File: config.mk
export PLATFORM = sky130hd
export DESIGN_NAME = shift_rot_unit
export DESIGN_NICKNAME = d
export VERILOG_FILES = /design/src/rtl/srot_pkg.sv /design/src/rtl/srot_lane.sv /design/src/rtl/srot_flags.sv /design/src/rtl/shift_rot_unit.sv
export SDC_FILE = /design/constraint.sdc
export NUM_CORES = 1
export LEC_CHECK = 0
export BUFFER_PORTS_ARGS = -buffer_cell sky130_fd_sc_hd__buf_4
export CORE_MARGIN = 2
export CORE_UTILIZATION = 50
export DETAILED_ROUTE_END_ITERATION = 7
export PLACE_DENSITY = 0.85
export SETUP_SLACK_MARGIN = 0.15
export SYNTH_ARGS = -nofsm -noshare
export SYNTH_HDL_FRONTEND = slang
export SYNTH_SLANG_ARGS = --single-unit
File: constraint.sdc
create_clock -name vclk -period 4.2
set_input_delay 0.84 -clock vclk [all_inputs]
set_output_delay 0.84 -clock vclk [all_outputs]
set_load 0.01 [all_outputs]
File: src/rtl/srot_pkg.sv
package srot_pkg;

  localparam int OP_W = 4;

  typedef enum logic [OP_W-1:0] {
    OP_SHL_LOG = 4'd0,
    OP_SHR_LOG = 4'd1,
    OP_SHL_ARI = 4'd2,
    OP_SHR_ARI = 4'd3,
    OP_ROT_L   = 4'd4,
    OP_ROT_R   = 4'd5,
    OP_RCY_L   = 4'd6,
    OP_RCY_R   = 4'd7,
    OP_INVERT  = 4'd8
  } srot_op_e;

  typedef enum logic [1:0] {
    SZ_BYTE = 2'd0,
    SZ_WORD = 2'd1,
    SZ_LONG = 2'd2,
    SZ_ALT  = 2'd3
  } srot_size_e;

endpackage

File: src/rtl/srot_lane.sv
module srot_lane
  import srot_pkg::*;
#(
  parameter int LW = 8
) (
  input  logic [LW-1:0]   opnd_i,
  input  logic [OP_W-1:0] op_i,
  input  logic            cin_i,
  output logic [LW-1:0]   res_o,
  output logic            cout_o
);

  // Returns {carry_out, field} for a one-position operation.
  function automatic logic [LW:0] step(input logic [LW-1:0] v,
                                       input logic [OP_W-1:0] op,
                                       input logic ci);
    logic msb, lsb;
    msb = v[LW-1];
    lsb = v[0];
    case (op)
      OP_SHL_LOG, OP_SHL_ARI: step = {msb, v[LW-2:0], 1'b0};
      OP_SHR_LOG:             step = {lsb, 1'b0, v[LW-1:1]};
      OP_SHR_ARI:             step = {lsb, msb, v[LW-1:1]};
      OP_ROT_L:               step = {msb, v[LW-2:0], msb};
      OP_ROT_R:               step = {lsb, lsb, v[LW-1:1]};
      OP_RCY_L:               step = {msb, v[LW-2:0], ci};
      OP_RCY_R:               step = {lsb, ci, v[LW-1:1]};
      OP_INVERT:              step = {ci, ~v};
      default:                step = {ci, v};
    endcase
  endfunction

  logic [LW:0] stepped;
  logic        is_rot, is_rcy;

  assign stepped = step(opnd_i, op_i, cin_i);
  assign res_o   = stepped[LW-1:0];
  assign cout_o  = stepped[LW];
  assign is_rot  = (op_i == OP_ROT_L) || (op_i == OP_ROT_R);
  assign is_rcy  = (op_i == OP_RCY_L) || (op_i == OP_RCY_R);

  always_comb begin
    if (is_rot)
      AST_ROT_KEEPS_ONES: assert ($countones(res_o) == $countones(opnd_i));
    if (is_rcy)
      AST_RCY_KEEPS_ONES: assert (($countones(res_o) + 32'(cout_o)) ==
                                  ($countones(opnd_i) + 32'(cin_i)));
    if (op_i == OP_SHR_ARI)
      AST_SIGN_HELD: assert (res_o[LW-1] == opnd_i[LW-1]);
  end

endmodule

File: src/rtl/srot_flags.sv
module srot_flags #(
  parameter int DATA_W = 32
) (
  input  logic [DATA_W-1:0] res_i,
  input  logic [DATA_W-1:0] field_mask_i,
  output logic              neg_o,
  output logic              zero_o
);

  logic [DATA_W-1:0] top_bit;
  logic [DATA_W-1:0] field_bits;

  // The single highest bit of the mask marks the field MSB.
  assign top_bit    = field_mask_i ^ (field_mask_i >> 1);
  assign field_bits = res_i & field_mask_i;
  assign neg_o      = |(res_i & top_bit);
  assign zero_o     = (field_bits == '0);

endmodule

File: src/rtl/shift_rot_unit.sv
module shift_rot_unit
  import srot_pkg::*;
#(
  parameter int DATA_W = 32
) (
  input  logic [DATA_W-1:0] opnd_i,
  input  logic [1:0]        size_i,
  input  logic [OP_W-1:0]   op_i,
  input  logic              carry_i,
  output logic [DATA_W-1:0] result_o,
  output logic              flag_n_o,
  output logic              flag_z_o,
  output logic              flag_v_o,
  output logic              flag_c_o
);

  localparam int NL = 3;

  function automatic logic [DATA_W-1:0] mask_for(input logic [1:0] sz);
    case (sz)
      SZ_BYTE: mask_for = DATA_W'({(DATA_W/4){1'b1}});
      SZ_WORD: mask_for = DATA_W'({(DATA_W/2){1'b1}});
      default: mask_for = {DATA_W{1'b1}};
    endcase
  endfunction

  logic [DATA_W-1:0] lane_res [NL];
  logic              lane_c   [NL];
  logic [1:0]        lane_sel;
  logic [DATA_W-1:0] field_mask;
  logic [DATA_W-1:0] picked;

  for (genvar k = 0; k < NL; k++) begin : g_lane
    localparam int LW = DATA_W >> (NL - 1 - k);
    logic [LW-1:0] r;
    logic          c;
    srot_lane #(.LW(LW)) u_lane (
      .opnd_i (opnd_i[LW-1:0]),
      .op_i   (op_i),
      .cin_i  (carry_i),
      .res_o  (r),
      .cout_o (c)
    );
    assign lane_res[k] = DATA_W'(r);
    assign lane_c[k]   = c;
  end

  assign lane_sel   = (size_i == SZ_BYTE) ? 2'd0 : (size_i == SZ_WORD) ? 2'd1 : 2'd2;
  assign field_mask = mask_for(size_i);
  assign picked     = lane_res[lane_sel];
  assign result_o   = (picked & field_mask) | (opnd_i & ~field_mask);
  assign flag_c_o   = lane_c[lane_sel];
  assign flag_v_o   = 1'b0;

  srot_flags #(.DATA_W(DATA_W)) u_flags (
    .res_i        (result_o),
    .field_mask_i (field_mask),
    .neg_o        (flag_n_o),
    .zero_o       (flag_z_o)
  );

  always_comb begin
    AST_UPPER_KEPT: assert (((result_o ^ opnd_i) & ~field_mask) == '0);
    AST_N_Z_EXCLUSIVE: assert (!(flag_n_o && flag_z_o));
    if (op_i == OP_INVERT)
      AST_INVERT_CARRY: assert (flag_c_o == carry_i);
    if (op_i > OP_INVERT)
      AST_UNDEF_PASS: assert (result_o == opnd_i && flag_c_o == carry_i);
  end

endmodule

; Word level (Yosys, flattened, before mapping)
; Index checks and enable logic that the tools add are counted.
[op_classes]
n_addsub = 0
mul = 0
n_div = 0
order_cmp = 1
eq_ne = 9
shifts = 0
muxes = 12
bitwise_logic = 11
reduce_logical = 5
[op_table]
columns = operator, n
row1 = $pmux 33 s8, 1
row2 = $pmux 17 s8, 1
row3 = $and 32x32->32, 4
row4 = $pmux 9 s8, 1
row5 = $bmux 32 s2, 1
row6 = $mux 32, 2
row7 = $not 32->32, 2
row8 = $pmux 32 s2, 1
row9 = $logic_not 32->1, 1
row10 = $or 32x32->32, 1
row11 = $reduce_or 32->1, 1
row12 = $xor 32x31->32, 1
row13 = $eq 4x3->1 const B, 4
row14 = $not 16->16, 1
row15 = $eq 4x2->1 const B, 2
row16 = $not 8->8, 1
row17 = $eq 4x1->1 const B, 1
row18 = $eq 4x4->1 const B, 1
row19 = $logic_not 4->1, 1
row20 = $mux 2, 2
row21 = $ge 3x3->1 const B, 1
row22 = $not 2->3, 1
row23 = $bmux 1 s2, 1
row24 = $eq 2x1->1 const B, 1
row25 = 3 further kinds, 4
[totals]
register_bits = 0
latch_bits = 0
ram_bits = 0
mem_bits_ro = 0
in_bits = 39
output_inout_bits = 36
elab_cells = 38
mem_count = 0

; Depth between registers and ports, before layout
[logic_depth]
word_depth = 11
depth_mapped = 11

; By module
; From an unflattened synthesis, not the netlist that was laid out.
[unflattened]
hier_cells = 486
area_unflattened_um2 = 3382.0
[by_module_without_submodules]
columns = mod, instances, cells_per_inst, area_per_inst_um2, seq_area_each_um2
row1 = srot_lane at g_lane[2].u_lane, 1, 193, 1166.1, 0.0
row2 = shift_rot_unit, 1, 80, 664.4, 0.0
row3 = srot_flags, 1, 77, 608.1, 0.0
row4 = srot_lane at g_lane[1].u_lane, 1, 84, 586.8, 0.0
row5 = srot_lane at g_lane[0].u_lane, 1, 52, 356.6, 0.0

; Worst setup path after synthesis
; OpenSTA, ideal clock, no wires.
[synth_timing]
path_kind = input to output
start = input op_i[0]
end = output flag_z_o
arrival_time_ns = 2.903
path_slack_ns = 0.457
stages = 8
cell_sequence = buf_6 -> nor4b_4 -> mux2i_1 -> o221a_1 -> nor4_1 -> or4b_1 -> nor4b_2 -> o21a_1
[synth_between]
elab_chain_cells = 10
word_cells_on_any_way = 20
classes_between = 8 x eq/ne / 6 x mux / 3 x bitwise / 3 x reduce/logical
[synth_rtl]
columns = element, line
row1 = "start, declared", shift_rot_unit.sv:8  ; input logic [OP_W-1:0] op_i,
row2 = $eq 4x2->1 / $logic_not 4->1 (equally long branches), srot_lane.sv:20  ; case (op)
row3 = $reduce_or 2->1, srot_lane.sv:20
row4 = $pmux 33 s8 (*), srot_lane.sv:20
row5 = $bmux 32 s2 (*), shift_rot_unit.sv:50  ; assign picked = lane_res[lane_sel];
row6 = $mux 32 (not written as such) (*) (2 in series), shift_rot_unit.sv:50
row7 = $and 32x32->32 (*), shift_rot_unit.sv:51  ; assign result_o = (picked & field_mask) | (opnd_i & ~field_mask);
row8 = $or 32x32->32 (*), shift_rot_unit.sv:51
row9 = via result_o[30], shift_rot_unit.sv:10  ; output logic [DATA_W-1:0] result_o,
row10 = $and 32x32->32 (*), srot_flags.sv:15  ; assign field_bits = res_i & field_mask_i;
row11 = $logic_not 32->1 (*), srot_flags.sv:17  ; assign zero_o = (field_bits == '0);
row12 = "end, declared", shift_rot_unit.sv:12  ; output logic flag_z_o,
; The timed path passes the listed nets; every way through them passes the cells marked *. The select of a mux whose other input is x is not followed.

; Final worst setup path
[layout_timing]
start = input op_i[2]
end = output flag_z_o
[layout_between]
elab_chain_cells = 10
word_cells_on_any_way = 20
classes_between = 8 x eq/ne / 6 x mux / 3 x bitwise / 3 x reduce/logical
[layout_rtl]
columns = element, line
row1 = $eq 4x2->1 / $logic_not 4->1 (equally long branches), srot_lane.sv:20
row2 = $reduce_or 2->1, srot_lane.sv:20
row3 = "$pmux 33 s8, or another cell as far along", srot_lane.sv:20
row4 = $bmux 32 s2 (*), shift_rot_unit.sv:50
row5 = $mux 32 (not written as such) (*) (2 in series), shift_rot_unit.sv:50
row6 = $and 32x32->32 (*), shift_rot_unit.sv:51
row7 = $or 32x32->32 (*), shift_rot_unit.sv:51
row8 = $and 32x32->32 (*), srot_flags.sv:15
row9 = $logic_not 32->1 (*), srot_flags.sv:17
; Mark *: on every way between the ends. The rest lies on a longest branch, timed or not. The select of a mux whose other input is x is not followed.

==> metrics.yaml <==
outcome: "completed"
cap_violations: 0
design.seq.count: 0
synth_most_common_cell: "mux2i_1"
synth.area.top_cells: "mux2i_1, o21ai_0, mux2_2"
netlist_instances: 247
end_kind: "primary output"
dr_total_vias: 2191
fin_crit_ns: 3.95
gp_congestion: 0.906
ioPinCount: 75
nFillCells: 270
grt_max_degree: 34
core_area_sq_um: 3080
wl_per_cell_um: 15.3
vdd_drop_max_uv: 67.3
fin_cells: 351
power.density_nw_per_um2: 125
critPathMostFrequentCell: "or4b_4"
path_class: "primary input to primary output"
nets: 348
critical-path-top-delay-family: "simple AND/OR/NAND/NOR gates"
drt_iter0_drc: 197
viasPerCell: 6.24
cp.required_ns: 3.36
setup-tns-final_ns: 0
cp_max_fo: 12
worstHoldPathType: "primary input to primary output"
ant_nets: 0
switching_share_pct: 51.1
yosys.area_share.simple_pct: 27.1
cp-start-kind: "primary input"
netSwitchingPower_w: 0.000144
worstPathCellList: "buf_6 -> or4b_4 -> mux2i_2 -> a221oi_2 -> nor4_2 -> or4b_4 -> nor4b_4 -> o21a_1 -> buf_4"
crit_buf_inv: 2
synth.top_cell.area_share_pct: 21.4
first_pass_iters: 4
syn_avg_cell_area_sq_um: 6.63
row_count: 20
cp_slowest_cell: "or4b_4"
start_util_pct: 53.2
antenna_found_initial: 0
combinationalPowerShare_pct: 100.0
syn_nets: 286
setup_violations: 0
drive_gt1_share_pct: 35.5
yosys_warnings: 0
dp_cells: 350
grt_pass1_vias: 1805
yosysUniqueCellTypes: 49
grt_util_met3_pct: 0.210
arrival_ns: 3.11
whs_ns: 2.02
cp_slowest_stage_delay_ns: 0.57
grt_util_met2_pct: 46.2
ys_seq_area_share_pct: 0
seqPwrFrac_pct: 0
hold_viol_final: 0
drc_errors: 0
clock_buffer_count: 0
synth-compound-area-share_pct: 33.4
area_growth_pct: 38.1
p_clk_share_pct: 0
use_met1_pct: 37.8
min_period_over_period_pct: 94.1
numPortBuffers: 74
grt-busiest-layer: "met2"
antennaDiodeCount: 0
muxShareOfSynthArea_pct: 27.6
rsz0062_at_grt: "yes"
die_y_um: 61.2
gr-total-overflow: 0
grt_pass1_wl_mm: 8.07
multi_input_area_sq_um: 1540
wl_mm: 5.37
dp_hpwl_mm: 3.90
dieArea_sq_um: 3750
synth_xor_area_share_pct: 3.75
leakage_nw: 1.00
seq_area_sq_um: 0
clock.fmax_mhz: 253
synth_top_family_by_area: "compound AO/OA/AOI/OAI gates"
netlist_area_sq_um: 1640
internal-power_w: 0.000138
yosysTopAreaCell: "mux2i_1"
gr-usage-all-layers_pct: 26.8
die_w_um: 61.2
synth_fa_ha_area_share_pct: 0
yosys-top-cells-count: "mux2i_1, nand2_1, o21ai_0"
slew_violations: 0
area by class of cell:
| cell class | count | area share (%) |
|---|---|---|
| Inverter | 3 | 0.498 |
| Multi-Input combinational cell | 218 | 68.2 |
| Tap cell | 44 | 2.44 |
| Timing Repair Buffer | 86 | 28.9 |
cells by family (layout without fill, tap and decap cells):
family	Yosys count	in the layout
xor+xnor	7	7
compound gates	84	84
other cells	1	1
simple gates	82	82
mux	44	44
buf+inv	29	89
metrics by stage:
| stage | area (sq um) | worst slack, ns | utilization [%] | total power (W) |
|---|---|---|---|---|
| after global placement | 2220 | 0.253 | 72.0 | 0.000270 |
| final | 2260 | 0.248 | 73.4 | 0.000283 |
| after detailed placement | 2220 | 0.205 | 72.0 | 0.000273 |
| after floorplan | 1640 | 0.457 | - | 0.000155 |
| after global routing | 2260 | 0.125 | 73.4 | 0.000305 |
| after CTS | 2220 | 0.202 | 72.0 | 0.000275 |
worst min-delay path, delay by kind of cell:
family          cells  cell delay (ns)
compound gates      1             0.06
buf+inv             2             0.23
simple gates        1             0.05
power groups by stage:
stage	clock network, W	registers [W]	logic, W
after floorplan	0	0	0.000155
after global placement	0	0	0.000270
after detailed placement	0	0	0.000273
after CTS	0	0	0.000275
after global routing	0	0	0.000305
final	0	0	0.000283
worst paths after layout:
path / startpoint / cells after the start / slack, ns / endpoint
max: op_i[2] / 9 / 0.25 / flag_z_o
min: carry_i / 4 / 2.02 / flag_c_o
placed cells by master (no fill, tap or decap), drive strengths merged, types with 2 or more instances in the layout:
cell type	n
mux2i	35
a31oi	4
or4	2
o221a	4
nor3	4
xnor2	7
nand2	25
a211oi	2
nor2	17
o22ai	10
o21ai	24
a21oi	16
a22oi	2
nor4	4
or4b	2
nand3b	2
o211ai	3
a22o	2
mux2	9
a221oi	7
nor4b	3
a21o	2
inv	3
buf	86
nand3	8
nor2b	6
or3	4
repair_timing:
item / in CTS / in global routing
setup endpoints to repair: 0 / 1
resized for setup: 0 / 7
buffers inserted: 0 / 1
hold endpoints to repair: 0 / 0
hold buffers: 0 / 0
metal layers:
layer  wire (um)  up-vias
met3         452        2
li1            -     1061
met2        2610      125
met5           0        -
met4           7        0
met1        2300     1003
(Power assumes the default switching activity.)
